===== src/rtl/irq_countdown_timer.sv =====
module irq_countdown_timer #(
  parameter int         CNT_W       = 32,
  parameter int         NUM_ENTRIES = 6,
  parameter logic [7:0] VERSION_ID  = 8'h14
) (
  input  logic        clk,
  input  logic        rst_n,
  input  logic        reg_wr,
  input  logic [11:0] reg_addr,
  input  logic [31:0] reg_wdata,
  output logic [31:0] reg_rdata,
  output logic        irq_req,
  output logic [7:0]  irq_vector
);
  localparam logic [11:0] A_VER   = 12'h030;
  localparam logic [11:0] A_EOI   = 12'h0B0;
  localparam logic [11:0] A_EN    = 12'h0F0;
  localparam logic [11:0] A_ENTRY = 12'h320;
  localparam logic [11:0] A_INIT  = 12'h380;
  localparam logic [11:0] A_CUR   = 12'h390;
  localparam logic [11:0] A_DIV   = 12'h3E0;
  localparam int          PRE_W   = 7;
  localparam logic [CNT_W-1:0] ONE = CNT_W'(1);

  logic [7:0]       vec_q, svec_q, req_vec_q;
  logic             mask_q, per_q, en_q, req_q;
  logic [2:0]       code_q;
  logic [CNT_W-1:0] init_q, cur_q;
  logic [PRE_W-1:0] pre_q;

  logic wr_eoi, wr_en, wr_entry, wr_init, wr_div;
  assign wr_eoi   = reg_wr && reg_addr == A_EOI;
  assign wr_en    = reg_wr && reg_addr == A_EN;
  assign wr_entry = reg_wr && reg_addr == A_ENTRY;
  assign wr_init  = reg_wr && reg_addr == A_INIT;
  assign wr_div   = reg_wr && reg_addr == A_DIV;

  logic [2:0]       shift;
  logic [PRE_W-1:0] pre_top;
  logic             running, tick, expire, fire;
  assign shift   = (code_q == 3'b111) ? 3'd0 : code_q + 3'd1;
  assign pre_top = ~({PRE_W{1'b1}} << shift);
  assign running = cur_q != '0;
  assign tick    = running && pre_q == pre_top && !wr_div;
  assign expire  = tick && cur_q == ONE;
  assign fire    = expire && !mask_q && en_q;

  always_ff @(posedge clk) begin
    if (!rst_n) begin
      vec_q  <= 8'h00;
      mask_q <= 1'b1;
      per_q  <= 1'b0;
      svec_q <= 8'hFF;
      en_q   <= 1'b0;
      code_q <= 3'b000;
    end else begin
      if (wr_entry) begin
        vec_q  <= reg_wdata[7:0];
        mask_q <= reg_wdata[16];
        per_q  <= reg_wdata[17];
      end
      if (wr_en) begin
        svec_q <= reg_wdata[7:0];
        en_q   <= reg_wdata[8];
      end
      if (wr_div) code_q <= {reg_wdata[3], reg_wdata[1:0]};
    end
  end

  always_ff @(posedge clk) begin
    if (!rst_n) begin
      init_q <= '0;
      cur_q  <= '0;
      pre_q  <= '0;
    end else begin
      if (wr_init) init_q <= reg_wdata[CNT_W-1:0];
      if (wr_init)     cur_q <= reg_wdata[CNT_W-1:0];
      else if (expire) cur_q <= per_q ? init_q : '0;
      else if (tick)   cur_q <= cur_q - ONE;
      if (wr_init || wr_div) pre_q <= '0;
      else if (running)      pre_q <= (pre_q == pre_top) ? '0 : pre_q + 1'b1;
    end
  end

  always_ff @(posedge clk) begin
    if (!rst_n) begin
      req_q     <= 1'b0;
      req_vec_q <= 8'h00;
    end else if (fire) begin
      req_q     <= 1'b1;
      req_vec_q <= vec_q;
    end else if (wr_eoi) begin
      req_q <= 1'b0;
    end
  end

  assign irq_req    = req_q;
  assign irq_vector = req_vec_q;

  always_comb begin
    case (reg_addr)
      A_VER:   reg_rdata = {8'h00, NUM_ENTRIES[7:0], 8'h00, VERSION_ID};
      A_EN:    reg_rdata = {23'b0, en_q, svec_q};
      A_ENTRY: reg_rdata = {14'b0, per_q, mask_q, 8'h00, vec_q};
      A_INIT:  reg_rdata = 32'(init_q);
      A_CUR:   reg_rdata = 32'(cur_q);
      A_DIV:   reg_rdata = {28'b0, code_q[2], 1'b0, code_q[1:0]};
      default: reg_rdata = 32'h0;
    endcase
  end

  a_r8_req_holds: assert property (@(posedge clk) disable iff (!rst_n)
    irq_req && !wr_eoi |=> irq_req);
  a_r8_eoi_clears: assert property (@(posedge clk) disable iff (!rst_n)
    wr_eoi && !expire |=> !irq_req);
  a_r7_gated: assert property (@(posedge clk) disable iff (!rst_n)
    !irq_req && (mask_q || !en_q) |=> !irq_req);
  a_r7_vector: assert property (@(posedge clk) disable iff (!rst_n)
    $rose(irq_req) |-> irq_vector == $past(vec_q));
  a_r5_zero_holds: assert property (@(posedge clk) disable iff (!rst_n)
    cur_q == '0 && !wr_init |=> cur_q == '0);
  a_r3_decrement: assert property (@(posedge clk) disable iff (!rst_n)
    tick && cur_q > ONE && !wr_init |=> cur_q == $past(cur_q) - ONE);
  a_r6_reload: assert property (@(posedge clk) disable iff (!rst_n)
    expire && per_q && !wr_init |=> cur_q == $past(init_q));
  a_r4_pre_range: assert property (@(posedge clk) disable iff (!rst_n)
    pre_q <= pre_top);
endmodule


===== config.mk =====
export PLATFORM = sky130hd
export DESIGN_NAME = irq_countdown_timer
export DESIGN_NICKNAME = d
export VERILOG_FILES = /design/src/rtl/irq_countdown_timer.sv
export SDC_FILE = /design/constraint.sdc
export NUM_CORES = 1
export LEC_CHECK = 0
export ABC_AREA = 1
export BUFFER_PORTS_ARGS = -buffer_cell sky130_fd_sc_hd__buf_2
export CAP_MARGIN = 40
export CORE_MARGIN = 2
export CORE_UTILIZATION = 51
export CTS_BUF_LIST = sky130_fd_sc_hd__clkbuf_16
export CTS_CLUSTER_DIAMETER = 40
export CTS_CLUSTER_SIZE = 25
export DETAILED_ROUTE_END_ITERATION = 8
export GPL_TIMING_DRIVEN = 0
export MAX_ROUTING_LAYER = met4
export PLACE_DENSITY_LB_ADDON = 0.1
export SETUP_SLACK_MARGIN = 0.05
export SLEW_MARGIN = 15
export SYNTH_ARGS = -nofsm -noshare
export SYNTH_HDL_FRONTEND = slang
export SYNTH_SLANG_ARGS = --single-unit

===== constraint.sdc =====
create_clock -name clk -period 1.79 [get_ports clk]
set_input_delay 0.358 -clock clk [delete_from_list [all_inputs] [get_ports clk]]
set_output_delay 0.358 -clock clk [all_outputs]
set_load 0.02 [all_outputs]

# Yosys cells after proc, flatten, opt, wreduce, memory -nomap -nowiden
# Index checks and enable logic that the tools add are counted.
classes:
  n_addsub: 3
  n_eq_ne: 10
  n_shift: 1
  mux: 9
  n_bitwise: 2
  n_reduce_logical: 17
op_table:
  columns: ["op", "count"]
  rows:
  - ["$pmux W32 S6", 1]
  - ["$mux W32", 4]
  - ["$eq A12 B10 Y1 const B", 4]
  - ["$eq A32 B1 Y1 const B", 1]
  - ["$reduce_bool A32 Y1", 1]
  - ["$sub A32 B1 Y32 const B", 1]
  - ["$eq A12 B8 Y1 const B", 2]
  - ["$eq A12 B6 Y1 const B", 1]
  - ["$logic_and A1 B1 Y1", 10]
  - ["$add A7 B1 Y7 const B", 1]
  - ["$eq A7 B7 Y1", 1]
  - ["$mux W7", 1]
  - ["$not A7 Y7", 1]
  - ["$shl A7 B3 Y7 const A", 1]
  - ["$add A3 B1 Y3 const B", 1]
  - ["$eq A3 B3 Y1 const B", 1]
  - ["$mux W3", 1]
  - ["$reduce_bool A3 Y1", 1]
  - ["$logic_not A1 Y1", 2]
  - ["$mux W1", 2]
  - ["$reduce_bool A2 Y1", 1]
  - ["$reduce_or A2 Y1", 1]
  - ["$logic_or A1 B1 Y1", 1]
  - ["$not A1 Y1", 1]
word_totals:
  ff_bits: 102

# Logic depth before layout (Yosys ltp)
depth:
  word_depth: 11
  depth_mapped: 16

# Least setup slack after synthesis
# No wires, ideal clock.
synth_path:
  path_type: "input-to-output"
  start: "input reg_addr[0]"
  end: "output reg_rdata[11]"
  t_arrival_ns: 1.770
  slack_ns: -0.338
  cell_stages: 9
  path_buffers: 2
  path_cell_list: "inv_1 > nand2_1 > nor2_1 > nand2_1 > inv_2 > buf_2 > nand2_1 > clkbuf_1 > o21ai_0"
synth_between:
  elab_chain_cells: 2
  elab_cells_between_ends: 7
  classes_between: "eq/ne (6); mux (1)"
synth_lines:
  columns: ["item", "line", "rtl"]
  rows:
  - ["start, declared", "9", "input logic [11:0] reg_addr,"]
  - ["$eq A12 B10 Y1, or another cell as far along", "101", "case (reg_addr)"]
  - ["$pmux W32 S6 *", "101", null]
  - ["end, declared", "11", "output logic [31:0] reg_rdata,"]
# Every way passes the cells marked *; elsewhere a longest branch is shown, timed or not.

# Final worst setup path
layout_path:
  start: "input reg_addr[11]"
  end: "register cur_q[17]"
layout_between:
  elab_chain_cells: 7
  elab_cells_between_ends: 10
  classes_between: "eq/ne (2); mux (2); reduce/logical (6)"
layout_lines:
  columns: ["item", "line", "rtl"]
  rows:
  - ["$eq A12 B10 Y1", "36", "assign wr_div = reg_wr && reg_addr == A_DIV;"]
  - ["$logic_and A1 B1 Y1", "36", null]
  - ["$logic_not A1 Y1", "44", "assign tick = running && pre_q == pre_top && !wr_div;"]
  - ["$logic_and A1 B1 Y1", "44", null]
  - ["$logic_and A1 B1 Y1", "45", "assign expire = tick && cur_q == ONE;"]
  - ["$mux W32", "78", "else if (expire) cur_q <= per_q ? init_q : '0;"]
  - ["$mux W32", "77", "if (wr_init) cur_q <= reg_wdata[CNT_W-1:0];"]
  - ["end signal, assigned", "77", null]
  - ["end signal, assigned", "78", null]
  - ["end signal, assigned", "79", "else if (tick) cur_q <= cur_q - ONE;"]
  - ["end, declared", "28", "logic [CNT_W-1:0] init_q, cur_q;"]
# Several ways; a longest one is shown, not always the timed one.
# A chain may end at the register's enable or synchronous reset.

==> summary.txt <==
Run status
  • Outcome: finished, violations left
  • Violations in the final reports: negative setup slack

Clock tree
  • CTS H-tree depth: 3
  • Num CTS Buffers: 9
  • Root Buffer: sky130_fd_sc_hd__clkbuf_16
  • Worst-Skew Late Latency: 0.37 ns
  • CTS tree: yes
  • Clock-pin slew of the registers on the worst-case setup and hold paths: 0.08 ns
  • Count of hold-fix buffers inserted at cts: 0
  • CTS sink count: 102
  • CTS Buffer Depth: 2

Die
  • Initial standard-cell utilization of the core: 0.522
  • I/O pin count: 88
  • Width of the die: 115 µm
  • Number of rows created at floorplan: 40
  • Die footprint: 0.0131 mm²
  • Core Area: roughly 0.012 mm²
  • Die H: roughly 110 µm

Detailed routing
  • Number of DRC violations after detailed-routing iteration 0: 1136
  • Vias: between 7000 and 8000
  • Detailed-routing iteration count for the pre-antenna-repair pass: 6
  • Remaining antenna violation count after routing: 0
  • WL/cell: 19.8 µm
  • Total DRC errors in the routed layout: 0
  • WL final: around 25000 µm
  • Via density per instance: 6.09

Critical path
  • Critical path's largest stage delay: 0.36 ns
  • Nature of the critical path endpoint: flip-flop
  • WP data required: 2.01 ns
  • Worst-path cell with the longest stage delay: sky130_fd_sc_hd__clkbuf_1
  • Arrival time of the worst setup path: 2.49 ns
  • Number of buffer and inverter instances along the worst setup path: 6
  • Critical Path Source Type: input port
  • Cell family with most CP delay: simple AND/OR/NAND/NOR gates
  • Maximum fanout count along the critical path: 10
  • Critical path cell sequence: buf_6 > nor3_4 > nand2_2 > inv_2 > buf_12 > buf_12 > buf_6 > nand3_4 > clkbuf_1 > nand3_1 > nand2_1 > a21oi_1 > nor2_1
  • Kind of critical path: in2reg

Synth
  • Combined area of all synthesized cells: 0.00624 mm²
  • Sequential-to-total area share from yosys stat: 0.327
  • Number of standard cells after synthesis: 960
  • Post-synthesis net count: about 1000
  • Synthesis-stage register bit count: 102
  • Count of unique library cells instantiated by Yosys: 40
  • Post-synthesis average cell area: roughly 6.5 µm²
  • Total number of yosys warnings: 0

Finish
  • Total area of sequential cells: 0.00207 mm²
  • Nets: 1177
  • Layout cell share with drive strength beyond 1: 0.387
  • Antenna Cells: 0
  • Multi-input gate area: 0.00473 mm²
  • # fillers: 839
  • Area growth syn-to-layout: 50.1%
  • Final Core Density: 0.783

Timing
  • Total setup violations reported at the end of the flow: 105
  • Post-route clock skew: 0.0166 ns
  • Time the final worst path needs with I/O delays and setup: 2.27 ns
  • Worst Tran Pin Value: 0.722 ns
  • Max Clock Freq: 441 MHz
  • Period utilization: 1.27
  • Worst slew slack as a fraction of its limit: 0.518
  • Unrepaired setup endpoints after global routing: yes
  • Final number of hold-violating endpoints: 0
  • Final Max Slew Viols: 0
  • Worst-case setup margin in the final layout: -0.477 ns

Hold path
  • Worst hold path type: in2reg

Pwr
  • Power, Total: 0.0119 W
  • Cell area power density: 1270 mW/mm²
  • Max VDD drop: 0.783 mV
  • Leak Pwr: 4.08 nW

Global route
  • Initial antenna violation count: 0
  • Final global-route overflow total: 0
  • Largest net degree at the start of global routing: 20
  • Vias in the first global route: 6751
  • First-pass GRT wire length: 35500 µm
  • Overall track demand over capacity in global routing: 0.356

Job
  • Maxcap violations: 0

Place
  • Post-detailed-placement half-perimeter wirelength: 14800 µm
  • Final weighted congestion in routability-driven placement: ~1
  • # port buffers: 86
## synth_stat cells
cell,n,share of area
sky130_fd_sc_hd__buf_6,3,0.0054
sky130_fd_sc_hd__nor4_1,2,0.0020
sky130_fd_sc_hd__o2111ai_1,4,0.0056
sky130_fd_sc_hd__o31ai_1,1,0.0012
sky130_fd_sc_hd__xnor2_1,4,0.0056
sky130_fd_sc_hd__clkbuf_1,22,0.013
sky130_fd_sc_hd__nand4_1,11,0.011
sky130_fd_sc_hd__a221o_1,1,0.0016
sky130_fd_sc_hd__a32o_1,7,0.011
sky130_fd_sc_hd__nor3_1,10,0.0080
sky130_fd_sc_hd__nor2_2,8,0.0080
sky130_fd_sc_hd__clkinv_1,1,0.00060
sky130_fd_sc_hd__nor2_1,84,0.050
sky130_fd_sc_hd__buf_1,1,0.00060
sky130_fd_sc_hd__o22ai_1,1,0.0010
sky130_fd_sc_hd__nand3_4,2,0.0056
sky130_fd_sc_hd__nand4_4,2,0.0068
sky130_fd_sc_hd__buf_2,14,0.011
sky130_fd_sc_hd__inv_2,9,0.0054
sky130_fd_sc_hd__nand3_2,3,0.0048
sky130_fd_sc_hd__a21oi_1,113,0.091
sky130_fd_sc_hd__xor2_1,25,0.035
sky130_fd_sc_hd__o21a_1,1,0.0012
sky130_fd_sc_hd__o221ai_1,4,0.0056
sky130_fd_sc_hd__nand3_1,91,0.073
sky130_fd_sc_hd__nand2_1,264,0.16
sky130_fd_sc_hd__nand2_2,8,0.0080
sky130_fd_sc_hd__o21ai_0,51,0.041
sky130_fd_sc_hd__nand3b_1,2,0.0024
sky130_fd_sc_hd__or2_2,1,0.0010
sky130_fd_sc_hd__a221oi_1,6,0.0084
sky130_fd_sc_hd__ha_1,7,0.014
sky130_fd_sc_hd__nor3_2,4,0.0064
sky130_fd_sc_hd__dfxtp_1,102,0.33
sky130_fd_sc_hd__and2_1,1,0.0010
sky130_fd_sc_hd__buf_4,2,0.0024
sky130_fd_sc_hd__nor2_4,8,0.014
sky130_fd_sc_hd__inv_1,76,0.046
sky130_fd_sc_hd__o211ai_1,3,0.0036
sky130_fd_sc_hd__clkbuf_4,1,0.0012
## per-layer routing
| metal | global-route usage | wire (µm) | up-vias |
|---|---|---|---|
| met5 | - | 0 | - |
| met4 | 0.156 | 1560 | 0 |
| met3 | 0.0672 | 2830 | 187 |
| met2 | 0.554 | 11300 | 576 |
| met1 | 0.451 | 9550 | 3494 |
| li1 | - | - | 3511 |
## report_power, final
group	total, W	internal [W]	switching [W]
sequential	0.00310	0.00260	0.000499
clock	0.00211	0.00111	0.00100
combinational	0.00665	0.00262	0.00403
total	0.0119	0.00633	0.00553
## area by class of cell
type | instances | share of cell area
tap | 147 | 0.0196
clock inverter | 7 | 0.00855
clock buffer | 9 | 0.0240
inverter | 86 | 0.0399
buffer | 42 | 0.0381
sequential | 102 | 0.221
multi-input combinational | 731 | 0.505
timing repair buffer | 151 | 0.144
## stage by stage
stage	area, µm²	instances	setup WS (ns)	hold slack (ns)	TNS [ns]
final	9370	1275	-0.477	0.236	-22.17
after global routing	9370	1275	-0.517	0.253	-28.97
after CTS	8590	1243	-0.276	0.240	-16.82
after detailed placement	7380	1193	-0.660	0.449	-54.08
after global placement	7380	1193	-0.613	0.438	-51.83
after floorplan	6770	960	-0.0637	0.429	-1.12
## what timing repair did
item                       4_1_cts  5_1_grt
setup endpoints to repair      111      130
gates cloned                     5        4
gates resized for setup        156      149
pin swaps                       22       49
setup buffers                   29       31
## worst paths after layout
path,start,endpoint,slack [ns],cells past startpoint
worst max-delay path,reg_addr[11],cur_q[17]$_SDFFE_PN0P_,-0.48,13
worst min register to register,mask_q$_SDFFE_PN1P_,mask_q$_SDFFE_PN1P_,0.46,2
worst min-delay path,reg_wdata[7],svec_q[7]$_SDFFE_PN1P_,0.24,3
worst max register to register,code_q[1]$_SDFFE_PN0P_,cur_q[17]$_SDFFE_PN0P_,-0.46,14
## worst register-to-register path: cells and delay by family, from the launching register on
family                     cells  cell delay (ns)
AOI/OAI and AO/OA              1             0.21
adders and majority gates      1             0.19
buffers and inverters          2             0.28
DFF                            1             0.38
and+or+nand+nor               10             1.06
## registers in the layout (all words and copies together) (netlist names)
name	count
irq_req	1
cur_q	32
irq_vector	8
vec_q	8
per_q	1
code_q	3
pre_q	7
mask_q	1
en_q	1
svec_q	8
init_q	32
## layout by cell type (no fill, tap or decap), types with 7 or more instances in the layout
| cell type | instances |
|---|---|
| sky130_fd_sc_hd__clkbuf_16 | 11 |
| sky130_fd_sc_hd__nand3_2 | 33 |
| sky130_fd_sc_hd__buf_2 | 54 |
| sky130_fd_sc_hd__clkbuf_1 | 13 |
| sky130_fd_sc_hd__xor2_1 | 25 |
| sky130_fd_sc_hd__a21oi_2 | 13 |
| sky130_fd_sc_hd__inv_1 | 60 |
| sky130_fd_sc_hd__buf_4 | 50 |
| sky130_fd_sc_hd__nor2_4 | 23 |
| sky130_fd_sc_hd__o21ai_0 | 36 |
| sky130_fd_sc_hd__a21oi_1 | 100 |
| sky130_fd_sc_hd__inv_2 | 16 |
| sky130_fd_sc_hd__buf_6 | 48 |
| sky130_fd_sc_hd__dfxtp_2 | 16 |
| sky130_fd_sc_hd__buf_12 | 13 |
| sky130_fd_sc_hd__nand4_1 | 11 |
| sky130_fd_sc_hd__nand2_4 | 21 |
| sky130_fd_sc_hd__o21ai_4 | 10 |
| sky130_fd_sc_hd__nor2_2 | 12 |
| sky130_fd_sc_hd__nand2_2 | 34 |
| sky130_fd_sc_hd__nor2_1 | 65 |
| sky130_fd_sc_hd__nor3_1 | 7 |
| sky130_fd_sc_hd__dfxtp_1 | 83 |
| sky130_fd_sc_hd__nand3_1 | 57 |
| sky130_fd_sc_hd__nand2_1 | 215 |
## kinds of logic (layout without fill, tap and decap cells)
kind of cell,Yosys count,count (layout),synth area share
buffers and inverters,129,295,0.0858
AOI/OAI and AO/OA,192,192,0.171
DFF,102,102,0.327
and+or+nand+nor,501,503,0.362
xor gates and xnor gates,29,29,0.0407
adders and majority gates,7,7,0.0140
(Power assumes the default switching activity.)
